File: src/rtl/obuf_pkg.sv
package obuf_pkg;
  localparam int MODE_KIRQ_EN = 0;
  localparam int MODE_AIRQ_EN = 1;
  localparam int MODE_KOFF    = 4;
  localparam int MODE_AOFF    = 5;

  // effective-pending vector index, in priority order (lowest index wins)
  localparam int PEND_CKBD = 0;
  localparam int PEND_CAUX = 1;
  localparam int PEND_KBD  = 2;
  localparam int PEND_AUX  = 3;
  localparam int PEND_N    = 4;

  typedef enum logic [2:0] {
    SRC_NONE = 3'd0,
    SRC_KBD  = 3'd1,
    SRC_AUX  = 3'd2,
    SRC_CKBD = 3'd3,
    SRC_CAUX = 3'd4
  } obufSrc_t;

  typedef struct packed {
    logic     arm;
    obufSrc_t grant;
    logic     take;
    logic     fetchKbd;
    logic     fetchAux;
    logic     fetchReply;
  } obufStrobe_t;

  function automatic obufSrc_t idxToSrc(input int idx);
    case (idx)
      PEND_CKBD: return SRC_CKBD;
      PEND_CAUX: return SRC_CAUX;
      PEND_KBD:  return SRC_KBD;
      PEND_AUX:  return SRC_AUX;
      default:   return SRC_NONE;
    endcase
  endfunction

  function automatic logic isAuxTagged(input obufSrc_t s);
    return (s == SRC_AUX) || (s == SRC_CAUX);
  endfunction
endpackage

File: src/rtl/obuf_throttle.sv
module obuf_throttle #(
  parameter int TICK_DIV    = 50,
  parameter int THROTTLE_US = 1000
) (
  input  logic clk,
  input  logic rstN,
  input  logic start,
  output logic busy
);
  localparam int PRE_W = (TICK_DIV > 1) ? $clog2(TICK_DIV) : 1;
  localparam int CNT_W = $clog2(THROTTLE_US + 1);
  localparam logic [PRE_W-1:0] PRE_LAST = PRE_W'(TICK_DIV - 1);
  localparam logic [CNT_W-1:0] CNT_LOAD = CNT_W'(THROTTLE_US);

  logic [PRE_W-1:0] preCnt;
  logic [CNT_W-1:0] usLeft;
  logic             usTick;

  assign usTick = (preCnt == PRE_LAST);
  assign busy   = (usLeft != '0);

  always_ff @(posedge clk) begin
    if (!rstN) begin
      preCnt <= '0;
      usLeft <= '0;
    end else if (start) begin
      preCnt <= '0;
      usLeft <= CNT_LOAD;
    end else if (busy) begin
      if (usTick) begin
        preCnt <= '0;
        usLeft <= usLeft - 1'b1;
      end else begin
        preCnt <= preCnt + 1'b1;
      end
    end
  end
endmodule

File: src/rtl/obuf_ctrl.sv
module obuf_ctrl
  import obuf_pkg::*;
#(
  parameter int MODE_W = 8
) (
  input  logic              kbdAvail,
  input  logic              auxAvail,
  input  logic [1:0]        replyPend,
  input  logic [MODE_W-1:0] modeByte,
  input  logic              hostRd,
  input  logic              obfQ,
  input  logic              auxObfQ,
  input  obufSrc_t          srcQ,
  input  logic              timerBusy,
  output obufStrobe_t       stb,
  output logic              throttleStart,
  output logic              kbdIrq,
  output logic              auxIrq
);
  logic [PEND_N-1:0] effPend;
  obufSrc_t          winner;

  always_comb begin
    effPend            = '0;
    effPend[PEND_CKBD] = replyPend[0];
    effPend[PEND_CAUX] = replyPend[1];
    effPend[PEND_KBD]  = kbdAvail && !modeByte[MODE_KOFF];
    effPend[PEND_AUX]  = auxAvail && !modeByte[MODE_AOFF];
  end

  // fixed priority: scan from the lowest priority upward, last hit wins
  always_comb begin
    winner = SRC_NONE;
    for (int i = PEND_N - 1; i >= 0; i--) begin
      if (effPend[i]) winner = idxToSrc(i);
    end
  end

  always_comb begin
    stb            = '0;
    stb.take       = hostRd && obfQ;
    stb.arm        = !obfQ && !timerBusy && (|effPend);
    stb.grant      = winner;
    stb.fetchKbd   = stb.take && (srcQ == SRC_KBD);
    stb.fetchAux   = stb.take && (srcQ == SRC_AUX);
    stb.fetchReply = stb.take && ((srcQ == SRC_CKBD) || (srcQ == SRC_CAUX));
  end

  assign throttleStart = stb.fetchKbd;

  assign kbdIrq = obfQ && !auxObfQ && modeByte[MODE_KIRQ_EN] && !modeByte[MODE_KOFF];
  assign auxIrq = obfQ && auxObfQ && modeByte[MODE_AIRQ_EN];
endmodule

File: src/rtl/obuf_dp.sv
module obuf_dp
  import obuf_pkg::*;
#(
  parameter int DATA_W = 8
) (
  input  logic              clk,
  input  logic              rstN,
  input  obufStrobe_t       stb,
  input  logic [DATA_W-1:0] kbdByte,
  input  logic [DATA_W-1:0] auxByte,
  input  logic              replyWr,
  input  logic              replyAux,
  input  logic [DATA_W-1:0] replyByte,
  output logic              obfQ,
  output logic              auxObfQ,
  output logic              portObfQ,
  output logic              portAuxObfQ,
  output obufSrc_t          srcQ,
  output logic [1:0]        replyPend,
  output logic [DATA_W-1:0] rdDataQ
);
  logic [DATA_W-1:0] replySlot;

  // ownership flags and their output-port mirrors
  always_ff @(posedge clk) begin
    if (!rstN) begin
      obfQ        <= 1'b0;
      auxObfQ     <= 1'b0;
      portObfQ    <= 1'b0;
      portAuxObfQ <= 1'b0;
      srcQ        <= SRC_NONE;
    end else if (stb.take) begin
      obfQ        <= 1'b0;
      auxObfQ     <= 1'b0;
      portObfQ    <= 1'b0;
      portAuxObfQ <= 1'b0;
      srcQ        <= SRC_NONE;
    end else if (stb.arm) begin
      obfQ        <= 1'b1;
      portObfQ    <= 1'b1;
      auxObfQ     <= isAuxTagged(stb.grant);
      portAuxObfQ <= isAuxTagged(stb.grant);
      srcQ        <= stb.grant;
    end
  end

  // single controller reply slot; a new write lands after a dequeue clear
  always_ff @(posedge clk) begin
    if (!rstN) begin
      replySlot <= '0;
      replyPend <= 2'b00;
    end else begin
      if (replyWr) begin
        replySlot <= replyByte;
        replyPend <= replyAux ? 2'b10 : 2'b01;
      end else if (stb.fetchReply) begin
        replyPend <= 2'b00;
      end
    end
  end

  // host-visible data register holds the last byte delivered
  always_ff @(posedge clk) begin
    if (!rstN) begin
      rdDataQ <= '0;
    end else if (stb.fetchKbd) begin
      rdDataQ <= kbdByte;
    end else if (stb.fetchAux) begin
      rdDataQ <= auxByte;
    end else if (stb.fetchReply) begin
      rdDataQ <= replySlot;
    end
  end
endmodule

File: src/rtl/obuf_arbiter.sv
module obuf_arbiter
  import obuf_pkg::*;
#(
  parameter int DATA_W      = 8,
  parameter int MODE_W      = 8,
  parameter int TICK_DIV    = 50,
  parameter int THROTTLE_US = 1000
) (
  input  logic              clk,
  input  logic              rstN,
  input  logic              kbdAvail,
  input  logic [DATA_W-1:0] kbdByte,
  input  logic              auxAvail,
  input  logic [DATA_W-1:0] auxByte,
  input  logic              replyWr,
  input  logic              replyAux,
  input  logic [DATA_W-1:0] replyByte,
  input  logic [MODE_W-1:0] modeByte,
  input  logic              hostRd,
  output logic [DATA_W-1:0] rdData,
  output logic              obf,
  output logic              auxObf,
  output logic              portObf,
  output logic              portAuxObf,
  output logic              kbdIrq,
  output logic              auxIrq,
  output logic [2:0]        srcSel,
  output logic              kbdAck,
  output logic              auxAck
);
  obufStrobe_t stb;
  obufSrc_t    srcQ;
  logic [1:0]  replyPend;
  logic        timerBusy;
  logic        throttleStart;

  obuf_ctrl #(.MODE_W(MODE_W)) u_ctrl (
    .kbdAvail      (kbdAvail),
    .auxAvail      (auxAvail),
    .replyPend     (replyPend),
    .modeByte      (modeByte),
    .hostRd        (hostRd),
    .obfQ          (obf),
    .auxObfQ       (auxObf),
    .srcQ          (srcQ),
    .timerBusy     (timerBusy),
    .stb           (stb),
    .throttleStart (throttleStart),
    .kbdIrq        (kbdIrq),
    .auxIrq        (auxIrq)
  );

  obuf_dp #(.DATA_W(DATA_W)) u_dp (
    .clk         (clk),
    .rstN        (rstN),
    .stb         (stb),
    .kbdByte     (kbdByte),
    .auxByte     (auxByte),
    .replyWr     (replyWr),
    .replyAux    (replyAux),
    .replyByte   (replyByte),
    .obfQ        (obf),
    .auxObfQ     (auxObf),
    .portObfQ    (portObf),
    .portAuxObfQ (portAuxObf),
    .srcQ        (srcQ),
    .replyPend   (replyPend),
    .rdDataQ     (rdData)
  );

  obuf_throttle #(.TICK_DIV(TICK_DIV), .THROTTLE_US(THROTTLE_US)) u_thr (
    .clk   (clk),
    .rstN  (rstN),
    .start (throttleStart),
    .busy  (timerBusy)
  );

  assign srcSel = srcQ;
  assign kbdAck = stb.fetchKbd;
  assign auxAck = stb.fetchAux;
endmodule

File: config.mk
export PLATFORM = sky130hd
export DESIGN_NAME = obuf_arbiter
export DESIGN_NICKNAME = d
export VERILOG_FILES = /design/src/rtl/obuf_pkg.sv /design/src/rtl/obuf_throttle.sv /design/src/rtl/obuf_ctrl.sv /design/src/rtl/obuf_dp.sv /design/src/rtl/obuf_arbiter.sv
export SDC_FILE = /design/constraint.sdc
export NUM_CORES = 1
export LEC_CHECK = 0
export ABC_AREA = 1
export BUFFER_PORTS_ARGS = -buffer_cell sky130_fd_sc_hd__clkbuf_2
export CAP_MARGIN = 10
export CORE_ASPECT_RATIO = 1.75
export CORE_MARGIN = 2
export CORE_UTILIZATION = 35
export CTS_CLUSTER_DIAMETER = 40
export DETAILED_ROUTE_END_ITERATION = 10
export GPL_ROUTABILITY_DRIVEN = 0
export PLACE_DENSITY = 0.53
export SETUP_SLACK_MARGIN = 0.05
export SLEW_MARGIN = 25
export SYNTH_ARGS = -nofsm -noshare
export SYNTH_HDL_FRONTEND = slang
export SYNTH_SLANG_ARGS = --single-unit
File: constraint.sdc
create_clock -name clk -period 2.15 [get_ports clk]
set_input_delay 0.1075 -clock clk [delete_from_list [all_inputs] [get_ports clk]]
set_output_delay 0.1075 -clock clk [all_outputs]
set_load 0.03 [all_outputs]
* Word-level counts from Yosys, hierarchy flattened *
Cells that the tools add are included.

word-level totals
  input bits = 39
  latch bits = 0
  output and inout bits = 19
  bits in registers = 39
  memories = 0
  bits in read-only memories = 0
  bits in writable memories = 0
  logic and storage cells = 63

operators by class
  divide/modulo/power cells = 0
  shift operators = 0
  mux-type cells = 14
  equal/unequal tests = 7
  reductions and logical operators = 30
  $lt $le $gt $ge = 0
  bitwise logic cells = 1
  multipliers = 0
  add/sub/neg operators = 2

operators by type and width
  kind                   count
  $mux 10                3
  $mux 8                 3
  $logic_and 1x1->1      13
  $mux 2                 5
  $reduce_bool 10->1     1
  $sub 10x1->10 const B  1
  $eq 3x2->1 const B     3
  $add 6x1->6 const B    1
  $eq 3x3->1 const B     2
  $eq 6x6->1 const B     1
  $mux 3                 2
  $mux 6                 1
  $reduce_bool 2->1      3
  $logic_not 1->1        5
  $reduce_and 2->1       2
  $reduce_or 2->1        2
  $reduce_or 4->1        1
  $eq 3x1->1 const B     1
  $reduce_bool 3->1      1
  $logic_or 1x1->1       2
  $not 1->1              1

* Logic depth before layout (Yosys ltp) *
Gate-level depths: netlist (run 1).

  word-level depth = 8
  depth in mapped cells = 11
  gate-level depth less buffers = 10

* By module *
A second synthesis (run 1) with hierarchy kept.

second synthesis, totals
  cells, all modules = 354
  area, all modules = 2364.8 um^2

by module, submodules not included
  module         seq. area each (um^2)  area each (um^2)  instances  cells each
  obuf_dp        460.4                  1262.5            1          175
  obuf_throttle  320.3                  965.9             1          148
  obuf_ctrl      0.0                    136.4             1          31

* Worst setup path before layout (run 1) *
OpenSTA, ideal clock, no wires.

  path kind = register -> register
  from = register u_dp.obfQ
  to = register u_dp.rdDataQ[4]
  arrival time = 1.810 ns
  stages on the path, launching flop included = 9
  buffers on the path = 1
  path slack = 0.225 ns
  library setup time = 0.115 ns
  clock period less this slack = 1.925 ns
  required time = 2.035 ns
  cell sequence = dfxtp_1 nand2_2 nor3_4 inv_4 nand3_4 buf_12 nand2_1 nor2_1 nor2_1

between the ends
  word-level cells in the longest chain between the ends = 4
  elaborated cells between the ends (all ways) = 7
  classes of those cells = mux: 2; reduce/logical: 5

RTL lines
  item                    RTL line            RTL
  from (decl)             obuf_dp.sv:14       output logic obfQ,
  from (signal assigned)  obuf_dp.sv:27       obfQ <= 1'b0;
  from (signal assigned)  obuf_dp.sv:33       obfQ <= 1'b0;
  from (signal assigned)  obuf_dp.sv:39       obfQ <= 1'b1;
  $logic_and 1x1->1 *     obuf_ctrl.sv:41     stb.take = hostRd && obfQ;
  $logic_and 1x1->1 *     obuf_ctrl.sv:45     stb.fetchAux = stb.take && (srcQ == SRC_AUX);
  via auxAck              obuf_arbiter.sv:29  output logic auxAck
  $mux 8                  obuf_dp.sv:68       end else if (stb.fetchAux) begin
  $mux 8                  obuf_dp.sv:66       end else if (stb.fetchKbd) begin
  to (signal assigned)    obuf_dp.sv:67       rdDataQ <= kbdByte;
  to (signal assigned)    obuf_dp.sv:69       rdDataQ <= auxByte;
  to (signal assigned)    obuf_dp.sv:71       rdDataQ <= replySlot;
  to (decl)               obuf_dp.sv:20       output logic [DATA_W-1:0] rdDataQ

Mark *: on every way through the listed nets, which the timed path passes. The rest lies on a longest branch.
A chain may end at the register's enable or synchronous reset.

* Worst setup path after layout (run 1) *
  from = register u_thr.usLeft[0]
  to = register u_thr.preCnt[1]

between the ends
  word-level cells in the longest chain between the ends = 1

RTL lines
  item                    RTL line             RTL
  from (decl)             obuf_throttle.sv:16  logic [CNT_W-1:0] usLeft;
  from (signal assigned)  obuf_throttle.sv:32  usLeft <= usLeft - 1'b1;
  $reduce_bool 10->1      obuf_throttle.sv:20  assign busy = (usLeft != '0);
  to (signal assigned)    obuf_throttle.sv:34  preCnt <= preCnt + 1'b1;
  to (decl)               obuf_throttle.sv:15  logic [PRE_W-1:0] preCnt;

No other way between the ends.

==> results of run 1 <==
[critical path, delay by kind of cell, from the launching register on]
family	cells	cell delay, ps
adder cells (fa/ha/maj)	1	200
AO/OA/AOI/OAI	1	210
AND/OR/NAND/NOR	5	800
flip-flops	1	330
buffers and inverters	1	110
[flip-flops by register name (all words and copies together), names as in the netlist]
name	count
u_thr.usLeft	10
u_dp.rdDataQ	8
u_dp.replySlot	8
u_thr.preCnt	6
u_dp.srcQ	3
u_dp.replyPend	2
u_dp.auxObfQ	1
u_dp.obfQ	1
[through the flow]
step	power [mW]	hold slack, ps	setup slack [ps]
after floorplan	1.004	242.4	225.4
after global placement	1.099	332.7	441.4
after detailed placement	1.099	337.5	423.7
after CTS	1.600	25.46	385.4
after global routing	1.662	25.40	174.4
final	1.571	36.56	412.9
[layer usage]
metal	GRT usage, %	vias to the layer above	share of wire (%)
li1	-	1127	-
met1	17.18	882	38
met2	31.47	42	57
met3	3.067	6	3.6
met4	5.927	0	1.7
met5	0	-	0
[cell usage in the layout, fill, tap and decap left out]
cell,instances
and3_2,1
a211oi_1,1
clkinvlp_4,2
inv_2,1
o21ai_2,1
or2_2,1
nand3_1,21
nand3_4,1
clkbuf_8,5
nor2_1,54
buf_4,6
nor3_2,1
nand3b_1,1
clkbuf_2,53
nand2_1,79
inv_4,1
nor3_1,4
dfxtp_1,39
nand4_1,10
o21ai_0,12
o21ai_1,7
clkinv_2,1
ha_1,3
nor3_4,1
a21oi_1,29
xor2_1,2
nand2_2,1
inv_1,35
[final cells by class]
type,count,area (µm²)
repair buffers,59,310.3
well taps,78,97.59
multi-input cells,230,1070
fillers,626,3298
flip-flops and latches,39,780.7
inverters,37,141.4
clock inverters,3,20.02
clock buffers,5,68.82
[path summary, 6_finish.rpt]
check,endpoint,cells after the start,slack [ps],start
worst min-delay path,u_dp.replySlot[4]$_SDFFE_PN0P_,3,40,replyByte[4]
worst min register to register,u_thr.usLeft[0]$_SDFFE_PP0P_,2,490,u_thr.usLeft[0]$_SDFFE_PP0P_
worst max-delay path,u_thr.preCnt[1]$_SDFFE_PP0P_,8,410,u_thr.usLeft[0]$_SDFFE_PP0P_
worst max register to register,u_thr.preCnt[1]$_SDFFE_PP0P_,8,410,u_thr.usLeft[0]$_SDFFE_PP0P_
[cell families (layout without fill, tap and decap cells)]
family	after synthesis	count (layout)	share of synthesized area [%]
flip-flops	39	39	37.93
XOR/XNOR	2	2	0.8512
AO/OA/AOI/OAI	50	50	12.46
AND/OR/NAND/NOR	175	175	36.84
adder cells (fa/ha/maj)	3	3	1.824
buffers and inverters	48	104	10.09
[power breakdown]
| part | internal (mW) | switching, mW |
|---|---|---|
| registers | 0.760 | 0.0339 |
| logic | 0.0996 | 0.186 |
| clock network | 0.226 | 0.267 |
==> reports/results.ini, run 1 <==
[layout]
nets=414
drive_gt1_share_pct=20.38
syn2layout_area_growth_pct=20.91
stdcell_count=451
insertedDiodeCount=0
stdcell_area_um2=2489
postLayoutCoreUtil_pct=43.01

[synthesis]
yosysMostFrequentCell=nand2_1
yosys.area.top_type_share_pct=37.93
synth_area_per_cell_um2=6.493
yosysSeqAreaShare_pct=37.93
syn_inst=317
synth_nets=359
syn-cell-area_um2=2058
yosys_warnings=0
synth-seq-cells=39
synth_async_sr_flop_share_pct=0
yosysTopAreaCell=dfxtp_1
synth_common_cells=79 x nand2_1, 54 x nor2_1, 39 x dfxtp_1
synth_edf_count=0
ys_top_cells_by_area=dfxtp_1 38%, nand2_1 14%, nor2_1 9.8%
synth_cell_types=28
synth_ff_type=dfxtp_1

[clock_tree]
cts_root_buf=clkbuf_8
insertion_delay_ps=290
ctsHoldBuffers=0
cts_buffer_depth=2
numCtsBuffers=5
clock-sinks=39
cts_setup_buffers=0
cts.clk_slew.worst_paths_ps=80
cts_resized=0
htree_num_levels=2
cts_tree=built

[floorplan]
num_io_pins=58
core_area_um2=5787
placementRows=37
die_w_um=61.97
fp.dieH_um=105.4
start_util_pct=35.57
design.die.area_um2=6534

[critical_path]
criticalPathCategory=flip-flop to flip-flop
startpoint_type=flip-flop
cpMostUsedCell=nand2_1
required_ps=2350
critPathMaxFanout=5
cp_slowest_cell=dfxtp_1
crit_chain=inv_1, ha_1, nand2_1, nor2_1, nand2_1, nand2_1, nand2_1, a211oi_1
max_stage_delay_ps=330
crit_arrival_ps=1940
crit_path_end_kind=flip-flop

[drt]
wl_per_cell_um=10.86
antenna_left=0
drc=0
routed_wl_mm=4.897
via_count=2057
vias_per_cell=4.561
drt-initial-drc-count=55
dr.pass1.iters=4

[run]
cap_violations=0

[power_and_ir_drop]
p_leak_nw=1.142
power.density_nw_per_um2=631.4
ir_drop_v=0.0002853

[sta]
drv_slew=0
fin_skew_ps=9.867
finalHoldViolCount=0
fin_crit_ps=1737
setup-violations-final=0
worstMarginPinSlew_ps=425.5
final.setup.tns_ps=0
rsz0062_at_grt=no
max_slew_margin_pct=71.54
max_freq_mhz=575.7
fin_crit_sh_pct=80.79

[min_path]
hp-class=input port to flip-flop

[global_route]
gr-total-overflow=0
track_usage_pct=16.82
grt_first_pass_wirelength_mm=8.349
grt_max_degree=24
first_global_vias=1937
antenna_found_initial=0

[place]
place_inst=443
post_dp_cell_area_um2=2400
io_buffers=53
hpwl_mm=3.901

[status]
status=completed

No activity file was read; power rests on OpenSTA's default activity.
==> run 2, diff against run 1 <==
==> constraint.sdc (replaced) <==
create_clock -name clk -period 1.72 [get_ports clk]
set_input_delay 0.086 -clock clk [delete_from_list [all_inputs] [get_ports clk]]
set_output_delay 0.086 -clock clk [all_outputs]
set_load 0.03 [all_outputs]
==> run 2 against run 1 <==
Net effect: worst setup slack got worse by 250 ps; register-to-register slack got worse by 200 ps; first-iteration DRC count down 3.6%; clock skew increased by 2.0 ps; critical path depth fell by 3; sequential share of layout area fell by 1.4 points; via count increased by 2.9%; largest power group unchanged.
==> reports/results.ini, run 2 (synthesis results as in run 1) <==
[drt]
drc=0
via_count=2116
wl_per_cell_um=11.16
dr.pass1.iters=4
antenna_left=0
routed_wl_mm=5.177
vias_per_cell=4.560
drt-initial-drc-count=53

[floorplan]
design.die.area_um2=6534
num_io_pins=58
core_area_um2=5787
die_w_um=61.97
fp.dieH_um=105.4
start_util_pct=35.57
placementRows=37

[critical_path]
crit_path_end_kind=output port
critPathMaxFanout=7
criticalPathCategory=flip-flop to output port
crit_arrival_ps=1470
startpoint_type=flip-flop
required_ps=1630

[clock_tree]
cts_buffer_depth=2
cts_tree=built
cts.clk_slew.worst_paths_ps=80
numCtsBuffers=5
clock-sinks=39
htree_num_levels=2
cts_root_buf=clkbuf_8
insertion_delay_ps=300

[power_and_ir_drop]
switchingPower_mw=0.6227
p_leak_nw=1.236
power.density_nw_per_um2=826.0
ir_drop_v=0.0004506
combPwrFrac_pct=17.7
power.internal_mw=1.566
clkPwrFrac_pct=36.9
seq_power_share_pct=45.4
swShare_pct=28.45

[layout]
final_cell_mix=76 x nand2_1, 53 x clkbuf_2, 52 x nor2_1
insertedDiodeCount=0
regMostFlops=u_thr.usLeft
stdcell_count=464
syn2layout_area_growth_pct=28.75
nets=427
largest_reg_flops=10
final_common_cell=nand2_1
drive_gt1_share_pct=25.91
fill_cells=639
postLayoutCoreUtil_pct=45.79
reg_top3=u_thr.usLeft x10, u_dp.rdDataQ x8, u_dp.replySlot x8

[global_route]
antenna_found_initial=0
first_global_vias=2043
track_usage_pct=17.76
grt_first_pass_wirelength_mm=8.804
grt_max_degree=23
gr-total-overflow=0

[sta]
rsz0062_at_grt=no
worstMarginPinSlew_ps=321.9
final.setup.tns_ps=0
fin_crit_ps=1554
max_slew_margin_pct=78.52
max_freq_mhz=643.5
fin_skew_ps=11.87
fin_crit_sh_pct=90.35
fin_ws_ps=166.1
setup-violations-final=0
finalHoldViolCount=0
drv_slew=0

[status]
status=completed

[run]
cap_violations=0

[place]
place_inst=449
hpwl_mm=4.006
post-place-ws_ps=52.03
io_buffers=53

[min_path]
hp-class=input port to flip-flop

[run 2: cell types whose count changed in the layout (fill, tap and decap cells not counted), sizes merged]
cell,change
clkinvlp,-2
bufinv,+1
clkbuf,+1
buf,+13
[run 2: per-stage QoR]
stage	power, mW	instance area, µm²	hold slack (ps)
2_1_floorplan	1.259	2072	220.9
3_3_place_gp	1.389	2459	310.6
3_5_place_dp	1.390	2459	320.4
4_1_cts	2.205	2589	10.60
5_1_grt	2.292	2650	20.82
6_report	2.189	2650	18.24
[run 2: cell type report]
type                            count  area [µm²]  area share (%)
Clock buffer                        6       82.58           3.116
Clock inverter                      2       35.03           1.322
Inverter                           37       141.4           5.335
Multi-Input combinational cell    230        1089           41.08
Sequential cell                    39       793.3           29.93
Tap cell                           78       97.59           3.683
Timing Repair Buffer               72       411.6           15.53
[run 2: worst max-delay path, stage by stage, from the launching register on]
cell and delay [ps]:
dfxtp_2 360, inv_1 60, nand2_1 90, nor3_4 290
buf_6 170, clkbuf_2 200
[run 2: worst paths after layout]
check                                     from                             end  slack [ps]  cells after the start
setup / recovery     u_dp.srcQ[2]$_SDFFE_PP0P_                          kbdAck         170                      5
hold / removal                    replyByte[3]  u_dp.replySlot[3]$_SDFFE_PN0P_          20                      3
setup reg to reg  u_thr.usLeft[0]$_SDFFE_PP0P_    u_thr.usLeft[3]$_SDFFE_PN0P_         210                      9
hold reg to reg   u_thr.usLeft[0]$_SDFFE_PP0P_    u_thr.usLeft[0]$_SDFFE_PP0P_         500                      2
[run 2: metal layers]
layer  part of all wire [%]  track usage, %
met1                     39           18.68
met5                      0               0
met3                    3.8           2.822
met4                    1.8           6.839
met2                     55           32.66
[run 2: what timing repair did]
action | 4_1_cts | 5_1_grt
setup buffers | 0 | 7
resized for setup | 3 | 6
hold buffers | 0 | 0
endpoints found under the hold margin | 0 | 0
pin swaps | 0 | 2
endpoints found under the setup margin | 2 | 22
[run 2: power groups by stage]
stage	sequential [mW]	combinational (mW)	clock [mW]
global placement	1.01	0.376	0
CTS	0.994	0.381	0.830
detailed placement	1.01	0.376	0
floorplan	1.05	0.207	0
global route	1.00	0.435	0.857
finish	0.993	0.388	0.808
==> run 3, diff against run 2 <==
--- a/config.mk
+++ b/config.mk
@@ -15,6 +15,7 @@
 export DETAILED_ROUTE_END_ITERATION = 10
 export GPL_ROUTABILITY_DRIVEN = 0
 export PLACE_DENSITY = 0.53
+export REMOVE_ABC_BUFFERS = 1
 export SETUP_SLACK_MARGIN = 0.05
 export SLEW_MARGIN = 25
 export SYNTH_ARGS = -nofsm -noshare
==> run 3 against run 2 <==
Net effect: wire length is 2.4% lower; via count is 0.24% higher; global-route usage is 0.51 points lower; sequential share of layout area is 0.081 points higher; clock power is 26% lower; largest cell class unchanged.
==> reports/results.ini, run 3 (synthesis results as in run 1) <==
[place]
hpwl_mm=3.987
place_inst=451
io_buffers=53

[sta]
setup-violations-final=0
finalHoldViolCount=0
final.setup.tns_ps=0
worstMarginPinSlew_ps=305.9
rsz0062_at_grt=no
max_slew_margin_pct=79.59
max_freq_mhz=655.6
fin_skew_ps=4.120
holdWs_ps=18.49
drv_slew=0
fin_crit_sh_pct=88.68
fin_crit_ps=1525

[clock_tree]
clock-sinks=39
insertion_delay_ps=290
cts_root_buf=clkbuf_8
cts_tree=built
numCtsBuffers=5
htree_num_levels=2
cts.clk_slew.worst_paths_ps=70
cts_buffer_depth=2

[critical_path]
critPathMaxFanout=9
required_ps=1630
startpoint_type=flip-flop
critPathTopFamily=buffers and inverters
r2r_cells=11
criticalPathCategory=flip-flop to output port
cp_slowest_cell=dfxtp_1
crit_buf_inv=3
reg2reg_to=u_thr.usLeft[9]$_SDFFE_PN0P_
crit_arrival_ps=1440
crit_chain=inv_1, nand2_1, nor3_4, buf_4, clkbuf_2
r2r-start=u_thr.usLeft[0]$_SDFFE_PP0P_
max_stage_delay_ps=310
crit_path_end_kind=output port
reg2reg_slack_ps=210

[layout]
reg_top3=u_thr.usLeft x10, u_dp.rdDataQ x8, u_dp.replySlot x8
insertedDiodeCount=0
final_common_cell=nand2_1
largest_reg_flops=10
postLayoutCoreUtil_pct=44.95
nets=427
final_cell_mix=77 x nand2_1, 53 x nor2_1, 52 x clkbuf_2
stdcell_count=464
regMostFlops=u_thr.usLeft
syn2layout_area_growth_pct=26.38
drive_gt1_share_pct=24.09

[min_path]
hp-class=input port to flip-flop
hold_depth=3
hold_path_startpoint=replyByte[6]
min_to=u_dp.replySlot[6]$_SDFFE_PN0P_

[drt]
routed_wl_mm=5.051
via_count=2121
wl_per_cell_um=10.89
drt-initial-drc-count=58
vias_per_cell=4.571
dr.pass1.iters=4
drc=0
antenna_left=0

[status]
status=completed

[global_route]
grt_first_pass_wirelength_mm=8.680
track_usage_pct=17.25
gr-total-overflow=0
first_global_vias=2065
antenna_found_initial=0
grt_max_degree=23

[run]
cap_violations=0

[floorplan]
placementRows=37
fp.dieH_um=105.4
core_area_um2=5787
num_io_pins=58
die_w_um=61.97
start_util_pct=35.57
design.die.area_um2=6534

[power_and_ir_drop]
p_leak_nw=1.219
ir_drop_v=0.0004507
power.density_nw_per_um2=760.1

-- run 3: cell count changes in the layout (fill, tap and decap cells not counted), sizes merged --
cell    before  now
bufinv       1    0
buf         19   20
-- run 3: layer usage --
layer / vias up / share of wire (%) / GRT usage, %
met3: 9 / 3.5 / 2.454
li1: 1144 / - / -
met1: 920 / 41 / 19.48
met4: 0 / 2.0 / 6.535
met2: 48 / 53 / 30.65
met5: - / 0 / 0
-- run 3: what timing repair did --
| item | CTS | global route |
|---|---|---|
| pin swaps | 0 | 1 |
| hold endpoints to repair | 0 | 0 |
| buffers inserted | 0 | 5 |
| setup endpoints to repair | 1 | 22 |
| hold buffers | 0 | 0 |
| gates resized for setup | 2 | 7 |
-- run 3: worst max path at each step --
stage | from | cells past startpoint | to
after floorplan | u_dp.obfQ$_SDFFE_PP0P_ | 7 | u_dp.rdDataQ[1]$_SDFFE_PN0P_
after global placement | u_thr.usLeft[0]$_SDFFE_PP0P_ | 9 | u_dp.srcQ[2]$_SDFFE_PP0P_
after detailed placement | u_thr.usLeft[0]$_SDFFE_PP0P_ | 9 | u_thr.usLeft[1]$_SDFFE_PP0P_
after CTS | u_thr.usLeft[0]$_SDFFE_PP0P_ | 9 | u_thr.usLeft[1]$_SDFFE_PP0P_
after global routing | u_thr.usLeft[0]$_SDFFE_PP0P_ | 11 | u_thr.usLeft[6]$_SDFFE_PN0P_
final | u_dp.srcQ[0]$_SDFFE_PP0P_ | 5 | auxAck
-- run 3: worst register-to-register path, delay by kind of cell, from the launching register on --
| family | cells | cell delay, ps |
|---|---|---|
| fa+ha+maj | 1 | 220 |
| flops | 1 | 360 |
| buf+inv | 3 | 300 |
| simple gates | 7 | 540 |
-- run 3: report_power, final --
group | switching (mW) | internal (mW)
Clock | 0.311 | 0.285
Sequential | 0.0325 | 0.950
Combinational | 0.252 | 0.147
-- run 3: area by class of cell --
type | count | area [µm²]
flip-flops and latches | 39 | 780.7
repair buffers | 72 | 411.6
inverters | 37 | 141.4
clock inverters | 1 | 5.005
clock buffers | 7 | 76.32
well taps | 78 | 97.59
fillers | 638 | 3186
multi-input cells | 230 | 1089
-- run 3: per-stage QoR --
stage	total power, mW	area (µm²)	setup WS, ps
2_1_floorplan	1.232	1992	-956.9
3_3_place_gp	1.394	2460	103.1
3_5_place_dp	1.394	2460	81.02
4_1_cts	1.998	2551	67.78
5_1_grt	2.092	2601	52.22
6_report	1.977	2601	194.6
